### src/rtl/vbi_sel_pkg.sv
// Package: shared types and field positions for the caption line selector.
// Assumes: the position setting is 8 bits wide, with the line count in the
// low bits and the reference mode in the top two bits.
package vbi_sel_pkg;

    // Which line(s) of the selected field produce the reference strobe.
    typedef enum logic [1:0] {
        REF_FIXED = 2'b00,
        REF_PROG  = 2'b01,
        REF_BOTH  = 2'b10,
        REF_OFF   = 2'b11
    } ref_mode_e;

    localparam int POS_W    = 8;
    localparam int MODE_LSB = 6;

endpackage

### src/rtl/vbi_sync_edge.sv
// Module: brings one asynchronous pulse into the clock domain and reports
// its rising and falling edges as one-cycle pulses.
// Assumes: the input stays at each level for at least two clock cycles.
module vbi_sync_edge #(
    parameter int STAGES = 2
) (
    input  logic clk,
    input  logic rst_n,
    input  logic async_i,
    output logic rise_o,
    output logic fall_o
);
    // q[STAGES] holds the value from the previous cycle, for edge detection.
    logic [STAGES:0] q;

    // Purpose: shift the input through the synchroniser chain.
    always_ff @(posedge clk) begin
        if (!rst_n) q <= '0;
        else        q <= {q[STAGES-1:0], async_i};
    end

    assign rise_o = q[STAGES-1] & ~q[STAGES];
    assign fall_o = ~q[STAGES-1] & q[STAGES];

    // an edge pulse can never last two cycles.
    assert_edge_single_R11: assert property (@(posedge clk) disable iff (!rst_n)
        rise_o |=> !rise_o);
endmodule

### src/rtl/vbi_line_counter.sv
// Module: counts horizontal pulses within a field and keeps the field
// parity flag.
// Assumes: edge inputs are single-cycle pulses. The count saturates at
// 2**LINE_W, which means the window of selectable lines is over.
module vbi_line_counter #(
    parameter int LINE_W = 5,
    localparam int CNT_W = LINE_W + 1,
    localparam logic [CNT_W-1:0] LIMIT = CNT_W'(1) << LINE_W
) (
    input  logic             clk,
    input  logic             rst_n,
    input  logic             vfall_i,
    input  logic             hrise_i,
    output logic [CNT_W-1:0] cnt_o,
    output logic             field_o
);
    logic [CNT_W-1:0] cnt_q;
    logic             field_q;

    // Purpose: clear on a vertical edge (this wins), otherwise advance on a
    // horizontal edge until the limit is reached.
    always_ff @(posedge clk) begin
        if (!rst_n)                          cnt_q <= '0;
        else if (vfall_i)                    cnt_q <= '0;
        else if (hrise_i && cnt_q != LIMIT)  cnt_q <= cnt_q + CNT_W'(1);
    end

    // Purpose: toggle the field parity on each vertical edge.
    always_ff @(posedge clk) begin
        if (!rst_n)       field_q <= 1'b0;
        else if (vfall_i) field_q <= ~field_q;
    end

    assign cnt_o   = cnt_q;
    assign field_o = field_q;

    assert_clear_R1: assert property (@(posedge clk) disable iff (!rst_n)
        vfall_i |=> cnt_q == '0);
    assert_step_R2: assert property (@(posedge clk) disable iff (!rst_n)
        (hrise_i && !vfall_i && cnt_q != LIMIT) |=> cnt_q == $past(cnt_q) + CNT_W'(1));
    assert_no_overflow_R6: assert property (@(posedge clk) disable iff (!rst_n)
        cnt_q <= LIMIT);
    assert_hold_R6: assert property (@(posedge clk) disable iff (!rst_n)
        (!hrise_i && !vfall_i) |=> $stable(cnt_q));
    assert_field_toggle_R7: assert property (@(posedge clk) disable iff (!rst_n)
        vfall_i |=> field_q != $past(field_q));
    assert_field_hold_R7: assert property (@(posedge clk) disable iff (!rst_n)
        !vfall_i |=> $stable(field_q));
endmodule

### src/rtl/vbi_line_match.sv
// Module: compares the count of each horizontal pulse with the fixed and
// programmable lines, and produces the registered slice and reference
// strobes.
// Assumes: the count presented is the value before this pulse is counted.
module vbi_line_match
    import vbi_sel_pkg::*;
#(
    parameter int LINE_W = 5,
    parameter int CAPTION_LINE = 21,
    localparam int CNT_W = LINE_W + 1,
    localparam logic [CNT_W-1:0] LIMIT = CNT_W'(1) << LINE_W
) (
    input  logic              clk,
    input  logic              rst_n,
    input  logic              vfall_i,
    input  logic              hrise_i,
    input  logic [CNT_W-1:0]  cnt_i,
    input  logic [LINE_W-1:0] prog_i,
    input  ref_mode_e         mode_i,
    input  logic              fsel_i,
    input  logic              field_i,
    output logic              slice_o,
    output logic              ref_o
);
    logic live, fixed_hit, prog_hit, ref_sel;
    logic slice_q, ref_q;

    // Purpose: find which line matches on this pulse.
    always_comb begin
        live      = hrise_i && !vfall_i && (cnt_i < LIMIT);
        fixed_hit = live && (cnt_i == CNT_W'(CAPTION_LINE));
        prog_hit  = live && (cnt_i == {1'b0, prog_i});
    end

    // Purpose: apply the reference mode to the matches.
    always_comb begin
        unique case (mode_i)
            REF_FIXED: ref_sel = fixed_hit;
            REF_PROG:  ref_sel = prog_hit;
            REF_BOTH:  ref_sel = fixed_hit | prog_hit;
            default:   ref_sel = 1'b0;
        endcase
    end

    // Purpose: register both strobes.
    always_ff @(posedge clk) begin
        if (!rst_n) begin
            slice_q <= 1'b0;
            ref_q   <= 1'b0;
        end else begin
            slice_q <= fixed_hit | prog_hit;
            ref_q   <= ref_sel && (field_i == fsel_i);
        end
    end

    assign slice_o = slice_q;
    assign ref_o   = ref_q;

    assert_slice_after_hs_R2: assert property (@(posedge clk) disable iff (!rst_n)
        slice_q |-> $past(hrise_i) && !$past(vfall_i));
    assert_ref_in_slice_R9: assert property (@(posedge clk) disable iff (!rst_n)
        ref_q |-> slice_q);
    assert_ref_field_R9: assert property (@(posedge clk) disable iff (!rst_n)
        ref_q |-> $past(field_i) == $past(fsel_i));
    assert_ref_off_R8: assert property (@(posedge clk) disable iff (!rst_n)
        $past(mode_i) == REF_OFF |-> !ref_q);
    assert_no_slice_past_R6: assert property (@(posedge clk) disable iff (!rst_n)
        slice_q |-> $past(cnt_i) < LIMIT);
    assert_one_cycle_R11: assert property (@(posedge clk) disable iff (!rst_n)
        slice_q |=> !slice_q);
endmodule

### src/rtl/vbi_caption_line_sel.sv
// Module: top of the caption line selector. Synchronises both sync pulses,
// counts lines and issues the slice and reference strobes.
// Assumes: sync pulses last at least two clock cycles at each level.
// Position setting: [4:0] programmable line, [7:6] reference mode.
module vbi_caption_line_sel
    import vbi_sel_pkg::*;
#(
    parameter int LINE_W = 5,
    parameter int CAPTION_LINE = 21,
    parameter int SYNC_STAGES = 2
) (
    input  logic             clk,
    input  logic             rst_n,
    input  logic             vsep_i,
    input  logic             hsep_i,
    input  logic [POS_W-1:0] cappos_i,
    input  logic             fsel_i,
    output logic             slice_o,
    output logic             ref_o,
    output logic             field_o
);
    localparam int CNT_W = LINE_W + 1;
    localparam int NSYNC = 2;

    logic [NSYNC-1:0] async_in, rise, fall;
    logic [CNT_W-1:0] cnt;
    logic             field;
    ref_mode_e        mode;

    assign async_in = {hsep_i, vsep_i};

    // One synchroniser per sync input: index 0 vertical, index 1 horizontal.
    for (genvar g = 0; g < NSYNC; g++) begin : g_sync
        vbi_sync_edge #(.STAGES(SYNC_STAGES)) u_sync (
            .clk(clk), .rst_n(rst_n), .async_i(async_in[g]),
            .rise_o(rise[g]), .fall_o(fall[g])
        );
    end

    assign mode = ref_mode_e'(cappos_i[MODE_LSB +: 2]);

    vbi_line_counter #(.LINE_W(LINE_W)) u_cnt (
        .clk(clk), .rst_n(rst_n), .vfall_i(fall[0]), .hrise_i(rise[1]),
        .cnt_o(cnt), .field_o(field)
    );

    vbi_line_match #(.LINE_W(LINE_W), .CAPTION_LINE(CAPTION_LINE)) u_match (
        .clk(clk), .rst_n(rst_n), .vfall_i(fall[0]), .hrise_i(rise[1]),
        .cnt_i(cnt), .prog_i(cappos_i[LINE_W-1:0]), .mode_i(mode),
        .fsel_i(fsel_i), .field_i(field), .slice_o(slice_o), .ref_o(ref_o)
    );

    assign field_o = field;

    assert_reset_quiet_R7: assert property (@(posedge clk)
        !rst_n |=> !slice_o && !ref_o && !field_o);
endmodule

### config.mk
export PLATFORM = sky130hd
export DESIGN_NAME = vbi_caption_line_sel
export DESIGN_NICKNAME = d
export VERILOG_FILES = /design/src/rtl/vbi_sel_pkg.sv /design/src/rtl/vbi_sync_edge.sv /design/src/rtl/vbi_line_counter.sv /design/src/rtl/vbi_line_match.sv /design/src/rtl/vbi_caption_line_sel.sv
export SDC_FILE = /design/constraint.sdc
export NUM_CORES = 1
export LEC_CHECK = 0
export BUFFER_PORTS_ARGS = -buffer_cell sky130_fd_sc_hd__buf_2
export CAP_MARGIN = 20
export CORE_UTILIZATION = 30
export DETAILED_ROUTE_END_ITERATION = 8
export GPL_ROUTABILITY_DRIVEN = 0
export REMOVE_ABC_BUFFERS = 1
export SLEW_MARGIN = 20
export SYNTH_ARGS = -nofsm -noshare
export SYNTH_HDL_FRONTEND = slang
export SYNTH_SLANG_ARGS = --single-unit
### constraint.sdc
create_clock -name clk -period 1.3 [get_ports clk]
set_input_delay 0.26 -clock clk [delete_from_list [all_inputs] [get_ports clk]]
set_output_delay 0.26 -clock clk [all_outputs]
set_load 0.05 [all_outputs]
==> results.json <==
{
  "crit_family": "flip-flops",
  "post-place-ws_ns": -0.08638,
  "final_cell_mix": "14 x buf_2, 13 x dfxtp_1, 11 x buf_4",
  "drive_above_1_share_pct": 38.38,
  "antenna_found_initial": 0,
  "cts.sink_count": 15,
  "netlist_area_um2": 701.9,
  "coreArea_mm2": 0.002212,
  "rsz0062_at_grt": "true",
  "synth_area_leaders": "dfxtp_1 43%, xor2_1 11%, and2_1 6.2%, ha_1 5.3%, nor2_1 3.7%",
  "drt_pass1_iterations": 4,
  "max_slew_margin_pct": 71.26,
  "via_count": 556,
  "row_count": 17,
  "clock.fmax_mhz": 772.0,
  "period_share_pct": 99.65,
  "wl_per_cell_um": 10.00,
  "critical-path-max-stage-delay_ns": 0.33,
  "antenna_cells": 0,
  "layout_commonest_cell": "buf_2",
  "numCtsBuffers": 3,
  "crit_chain": "buf_6 > xor2_2 > nor4_2 > buf_4 > nand4b_1 > a31oi_1",
  "finalSetupViolations": 0,
  "whs_endpoint": "g_sync[0].u_sync.q[0]",
  "post-route-drc-count": 0,
  "dieArea_mm2": 0.002537,
  "hold_depth": 2,
  "crit_slowest_cell": "dfxtp_2",
  "ctsHoldBuffers": 0,
  "clk_pin_slew_ns": 0.09,
  "clockBufferDepth": 2,
  "ys_warn_count": 0,
  "r2r-end": "u_match.ref_o",
  "ir_drop_v": 0.0006323,
  "r2r_start": "u_cnt.cnt_o[1]",
  "areaGrowthSynthToFinish_pct": 35.83,
  "yosysTopAreaCell": "dfxtp_1",
  "die_x_um": 50.37,
  "arrival_ns": 1.52,
  "dpl.hpwl_um": 921.5,
  "status": "finished, final reports clean",
  "synthCells": 70,
  "first_iter_violations": 6,
  "grt_max_degree": 11,
  "tightestPinTransition_ns": 0.4303,
  "reg2regPathDepth": 6,
  "p_leak_uw": 0.0004127,
  "final_core_util_pct": 43.10,
  "finalWorstSetupSlack_ns": 0.004585,
  "power_density_mw_per_mm2": 882.4,
  "cp-start-kind": "flip-flop",
  "holdCritStartpoint": "vsep_i",
  "antenna_left": 0,
  "path_class": "flip-flop to flip-flop",
  "initial_core_util_pct": 31.73,
  "rrSetupSlack_ns": 0.005,
  "grt-ovfl-total": 0,
  "io_buffers": 14,
  "cts_root_buf": "clkbuf_4",
  "final.setup_skew_ns": 0.007196,
  "ys_types": 23,
  "drv_cap": 0,
  "vias_per_cell": 4.378,
  "track_usage_pct": 12.00,
  "avgSynthCellArea_um2": 10.03,
  "ys_seq_elements": 15,
  "slew_violations": 0,
  "seq_area_frac_synth_pct": 42.78,
  "hold_class": "input pin to flip-flop",
  "grt_pass1_wl_mm": 2.221,
  "cp-end-kind": "flip-flop",
  "ios": 16,
  "path_max_fanout": 3,
  "hold_viol_final": 0,
  "nets": 116,
  "required_ns": 1.52,
  "finalCriticalPeriod_ns": 1.295,
  "cts-htree-levels": 1,
  "path_buf_inv": 2,
  "yosys.area.top_type_share_pct": 42.78,
  "grt_pass1_vias": 540,
  "dieHeight_um": 50.37,
  "wl_mm": 1.270,
  "tritoncts": "built",
  "clock_latency_ns": 0.29
}
==> repair_timing <==
action,4_1_cts,5_1_grt
gates resized for setup,10,1
setup buffers,3,2
endpoints found under the setup margin,3,2
pin swaps,7,1
==> cell families after synthesis <==
group           synth area share, %
simple gates                  29.41
flops                         42.78
fa+ha+maj                     5.348
xor+xnor                      14.97
compound gates                3.386
buf+inv                       2.674
mux                           1.426
==> through the flow <==
stage	TNS (ns)	hold WS, ns	std cells	instance area, um2	total power [uW]
final	0	0.1803	127	953.4	841.3
after global routing	-0.2267	0.1870	127	953.4	883.5
after CTS	0	0.1747	125	932.1	851.4
after detailed placement	-0.1243	0.4221	119	855.8	570.2
after global placement	-0.02424	0.4157	119	855.8	568.2
after floorplan	-0.03337	0.3762	69	690.7	528.6
==> area by class of cell <==
cell class                 count  area [um2]
clock buffer                   4       26.28
fill                         222        1259
inverter                       2       7.507
multi-input combinational     52       417.9
sequential                    15       302.8
tap                           28       35.03
timing repair buffer          26       163.9
==> flip-flops by register name, summed over array words and instances, names as in the netlist <==
signal	flops
u_cnt.cnt_o	6
u_cnt.field_o	1
u_match.slice_o	1
u_match.ref_o	1
g_sync.u_sync.q	6
==> power by group <==
part	total [uW]	switching [uW]	internal [uW]	leakage, uW
logic	99.4	45.2	54.2	0.000275
registers	476	5.59	470	0.000123
clock network	266	147	119	0.0000150
==> Yosys cell counts (all sizes together) <==
cell / number
mux2i: 1
and3b: 1
and2: 7
xor2: 9
o211ai: 1
nor2b: 3
a21oi: 1
dfxtp: 15
nor4b: 1
nor2: 7
nand2b: 3
nand2: 1
a31oi: 1
o21ai: 1
ha: 3
nand4b: 3
inv: 2
nor4: 2
nand3: 3
buf: 1
xnor2: 3
nand4bb: 1
==> worst register-to-register path, delay by kind of cell, from the launching register on <==
kind            cells  cell delay, ns
compound gates      1            0.17
xor+xnor            1            0.14
buf+inv             2            0.28
flops               1            0.33
simple gates        2            0.31
==> layer usage <==
layer / track usage [%] / up-vias / routed length (um)
li1: - / 292 / -
met1: 13.39 / 246 / 605
met2: 20.00 / 13 / 566
met3: 4.545 / 5 / 69
met4: 5.556 / 0 / 28
met5: 0 / - / 0
==> how the worst max path moves through the flow <==
stage	start	end	slack, ns	cells past startpoint
CTS	u_cnt.cnt_o[1]	u_match.ref_o	0.0008	7
global placement	u_cnt.cnt_o[0]	u_cnt.cnt_o[1]	-0.02	7
finish	u_cnt.cnt_o[1]	u_match.ref_o	0.005	6
floorplan	u_cnt.cnt_o[0]	u_cnt.cnt_o[1]	-0.03	6
detailed placement	u_cnt.cnt_o[0]	u_match.ref_o	-0.09	5
global route	u_cnt.cnt_o[1]	u_match.ref_o	-0.13	6
Power figures use the tool's default switching activity.
